File: src/rtl/mod7_pkg.sv
package mod7_pkg;
    localparam int CNT_W = 4;

    typedef enum logic {
        MODE_ZERO_BASE   = 1'b0,
        MODE_PRESET_NINE = 1'b1
    } mode_e;

    typedef struct packed {
        logic [CNT_W-1:0] value;
    } ctr_state_t;
endpackage

File: src/rtl/mod7_term_decode.sv
module mod7_term_decode
    import mod7_pkg::*;
#(
    parameter mode_e MODE = MODE_ZERO_BASE
) (
    input  logic [CNT_W-1:0] value,
    output logic             hit
);
    generate
        if (MODE == MODE_ZERO_BASE) begin : g_partial
            // Only 0..6 is reachable, so bits 2 and 1 together mark state 6.
            logic unused_bits;
            assign unused_bits = ^{value[3], value[0]};
            assign hit = value[2] & value[1];
        end else begin : g_full
            assign hit = &value;
        end
    endgenerate
endmodule

File: src/rtl/mod7_core.sv
module mod7_core
    import mod7_pkg::*;
(
    input  logic             clk,
    input  logic             clr_n,
    input  logic             en,
    input  logic             load,
    input  logic [CNT_W-1:0] preset,
    output logic [CNT_W-1:0] value
);
    ctr_state_t st_d, st_q;

    always_comb begin
        st_d = st_q;
        if (en) begin
            if (load) st_d.value = preset;
            else      st_d.value = st_q.value + CNT_W'(1);
        end
    end

    always_ff @(posedge clk or negedge clr_n) begin
        if (!clr_n) st_q <= '0;
        else        st_q <= st_d;
    end

    assign value = st_q.value;

    p_hold_r2: assert property (@(posedge clk) disable iff (!clr_n)
        ($past(clr_n) && !$past(en)) |-> (value == $past(value)));

    p_step_r3: assert property (@(posedge clk) disable iff (!clr_n)
        ($past(clr_n) && $past(en) && !$past(load)) |-> (value == $past(value) + CNT_W'(1)));

    p_reload_r7: assert property (@(posedge clk) disable iff (!clr_n)
        ($past(clr_n) && $past(en) && $past(load)) |-> (value == $past(preset)));
endmodule

File: src/rtl/mod7_reload_counter.sv
module mod7_reload_counter
    import mod7_pkg::*;
#(
    parameter mode_e MODE = MODE_ZERO_BASE
) (
    input  logic             clk,
    input  logic             clr_n,
    input  logic             en,
    output logic [CNT_W-1:0] count,
    output logic             tc
);
    localparam logic [CNT_W-1:0] PRESET   = (MODE == MODE_ZERO_BASE) ? CNT_W'(0) : CNT_W'(9);
    localparam logic [CNT_W-1:0] TERMINAL = (MODE == MODE_ZERO_BASE) ? CNT_W'(6) : CNT_W'(15);

    logic hit_w;

    mod7_term_decode #(.MODE(MODE)) u_dec (
        .value (count),
        .hit   (hit_w)
    );

    mod7_core u_core (
        .clk    (clk),
        .clr_n  (clr_n),
        .en     (en),
        .load   (hit_w),
        .preset (PRESET),
        .value  (count)
    );

    assign tc = hit_w;

    always @(posedge clk) begin
        if (!clr_n) begin
            a_clear_r1: assert (count == '0 && !tc);
        end
    end

    p_tc_match_r4: assert property (@(posedge clk) disable iff (!clr_n)
        tc == (count == TERMINAL));

    p_wrap_r5: assert property (@(posedge clk) disable iff (!clr_n)
        ($past(clr_n) && $past(en) && $past(count) == TERMINAL) |-> (count == PRESET));

    p_no_skip_r8: assert property (@(posedge clk) disable iff (!clr_n)
        ($past(clr_n) && $past(count) != count) |->
            (count == $past(count) + CNT_W'(1) || count == PRESET));

    p_tc_steady_r9: assert property (@(posedge clk) disable iff (!clr_n)
        ($past(clr_n) && !$past(en) && $past(tc)) |-> tc);
endmodule

File: config.mk
export PLATFORM = sky130hd
export DESIGN_NAME = mod7_reload_counter
export DESIGN_NICKNAME = d
export VERILOG_FILES = /design/src/rtl/mod7_pkg.sv /design/src/rtl/mod7_term_decode.sv /design/src/rtl/mod7_core.sv /design/src/rtl/mod7_reload_counter.sv
export SDC_FILE = /design/constraint.sdc
export NUM_CORES = 1
export LEC_CHECK = 0
export BUFFER_PORTS_ARGS = -buffer_cell sky130_fd_sc_hd__buf_2
export CAP_MARGIN = 40
export CORE_AREA = 2 2 39 41
export DETAILED_ROUTE_END_ITERATION = 10
export DIE_AREA = 0 0 41 43
export PLACE_DENSITY_LB_ADDON = 0.08
export RECOVER_POWER = 100
export SKIP_LAST_GASP = 1
export SLEW_MARGIN = 20
export SYNTH_ARGS = -nofsm -noshare
export SYNTH_HDL_FRONTEND = slang
export SYNTH_SLANG_ARGS = --single-unit
File: constraint.sdc
create_clock -name clk -period 1.2 [get_ports clk]
set_input_delay 0.24 -clock clk [delete_from_list [all_inputs] [get_ports clk]]
set_output_delay 0.24 -clock clk [all_outputs]
set_load 0.005 [all_outputs]
==> reports/metrics.yaml <==
status: "complete, no violations"
detailroute.via_count: 161
synth-edff-count: 0
worstSetupPathType: "flop to output port"
avgSynthCellArea_um2: 11.1
final_layout_size_suffix_gt1_frac: 0.321
report.final.slew_viol_count: 0
holdWs_ps: 287
diodes: 0
hold_viol: 0
htreeDepth: 1
initial_core_util: 0.128
portBuffers: 7
drtIter0Drc: 0
dieArea_mm2: 0.00176
cts_tree: "yes"
yosysTopAreaCellShare: 0.563
endpoint_kind: "output port"
synth-seq-area-share: 0.563
nets: 34
met1_length_um: 187
worstHoldPathType: "input port to flop"
routed_wl_um: 409
min_period_ps: 1140
die_h_um: 43
largest_reg_flops: 4
worst_slew_pin_slew_ps: 220
ys_types: 12
power_mw: 0.609
ys_top_cells_by_count: "dfrtp_1, nand2b_1"
ys_ff_latch: 4
setup_tns_ps: 0
synth_nets: 20
globalplace.congestion: 0.635
cts_buffers: 3
relSlewSlack: 0.853
ios: 8
rsz0062_at_grt: "false"
max_freq_ghz: 0.874
fillers: 160
crit_arrival_ps: 900
ctsResizeCount: 0
cts_sinks: 4
yosys_warnings: 0
clk_pin_slew_ps: 40
cts_root_buf: "clkbuf_4"
dp_worst_setup_slack_ps: 169
final_antenna_net_count: 0
drc: 0
syn_area_um2: 178
setup_viol: 0
synth_largest_area_cell: "dfrtp_1"
worst_slack_ps: 55.5
async_flop_share: 1.00
core_mm2: 0.00138
maxCapViolCount: 0
top_layer_used: "met3"
grt_pass1_vias: 123
fp-row-count: 14
first_pass_iters: 1
synthTopCellsByArea: "dfrtp_1, ha_1, nand2b_1"
die_x_um: 41
wl_per_cell_um: 9.30
cts_buffer_depth: 2
p_per_area_mw_per_mm2: 2280
ys.flop_type: "dfrtp_1"
antenna_found_initial: 0
vias_per_cell: 3.66
wl_met2_um: 170
wl_met3_um: 51
grt_pass1_wl_um: 545
post-route-period-util: 0.954
required_ps: 960
grt_max_degree: 8
leakagePower_nw: 0.128
cp-start-kind: "flop"
final.setup_skew_ps: 2.75
critPathMaxFanout: 4
vdd_drop_max_mv: 0.540
clock_latency_ps: 230
track_usage: 0.0563
yosysMostFrequentCell: "dfrtp_1"
area_delta_synth_final_pct: 50.0
syn_inst: 16
grt.overflow.total: 0
[layout make-up]
class | instances | area, µm² | area share
Tap cell | 16 | 20.0 | 0.0751
Inverter | 1 | 3.75 | 0.0141
Sequential cell | 4 | 100 | 0.376
Clock buffer | 3 | 22.5 | 0.0845
Timing Repair Buffer | 9 | 46.3 | 0.174
Multi-Input combinational cell | 11 | 73.8 | 0.277
[cells in the final DEF (no fill, tap or decap)]
| cell type | Yosys | routed |
|---|---|---|
| buf_2 | 0 | 5 |
| dfrtp_1 | 4 | 4 |
| clkbuf_4 | 0 | 3 |
| clkbuf_1 | 0 | 3 |
| nand2b_1 | 2 | 2 |
| and2_4 | 1 | 1 |
| or2_0 | 1 | 1 |
| a21oi_1 | 1 | 1 |
| a31oi_1 | 1 | 1 |
| a21boi_0 | 1 | 1 |
| inv_1 | 1 | 1 |
| nand2_1 | 1 | 1 |
| o22ai_1 | 1 | 1 |
| o21ai_0 | 1 | 1 |
| ha_1 | 1 | 1 |
| dlygate4sd3_1 | 0 | 1 |
[routing by layer]
layer / track usage / vias up
met5: 0 / -
met4: 0.0600 / 0
met3: 0.0628 / 0
met2: 0.0438 / 8
met1: 0.0677 / 72
li1: - / 81
[final timing paths]
kind,cells past startpoint,endpoint,from,slack (ps)
min in group asynchronous,2,u_core.value[3]$_DFFE_PN0P_,clr_n,360
worst max-delay path,2,tc,u_core.value[2]$_DFFE_PN0P_,60
worst max register to register,3,u_core.value[2]$_DFFE_PN0P_,u_core.value[0]$_DFFE_PN0P_,160
worst min register to register,1,u_core.value[2]$_DFFE_PN0P_,u_core.value[2]$_DFFE_PN0P_,500
max in group asynchronous,2,u_core.value[2]$_DFFE_PN0P_,clr_n,650
worst min-delay path,2,u_core.value[2]$_DFFE_PN0P_,en,290
[stage by stage]
stage	std cells	cell area, µm²	utilization
2_1_floorplan	16	178	-
3_3_place_gp	39	233	0.168
3_5_place_dp	39	233	0.168
4_1_cts	43	265	0.192
5_1_grt	44	267	0.193
6_report	44	267	0.193
[report_power, final]
| part | switching, mW | internal [mW] | total, mW | leakage [nW] |
|---|---|---|---|---|
| Combinational | 0.101 | 0.114 | 0.215 | 0.0630 |
| Sequential | 0.0411 | 0.183 | 0.224 | 0.0507 |
| Clock | 0.0581 | 0.112 | 0.170 | 0.0138 |
| Total | 0.200 | 0.409 | 0.609 | 0.128 |
[worst max-delay path, cell delays in order, from the launching register on]
cell,delay [ps]
dfrtp_1,380
and2_4,180
clkbuf_1,120
[cell families (layout without fill, tap and decap cells)]
kind of cell	after synthesis	count (layout)	synth area share
buf+inv	1	13	0.0211
fa+ha+maj	1	1	0.0704
simple gates	5	5	0.176
flops	4	4	0.563
compound gates	5	5	0.169
[timing repair]
action	in CTS	in global routing
hold buffers	1	0
setup buffers	0	1
endpoints found under the hold margin	4	0
endpoints found under the setup margin	0	1
No activity file was read; power rests on OpenSTA's default activity.
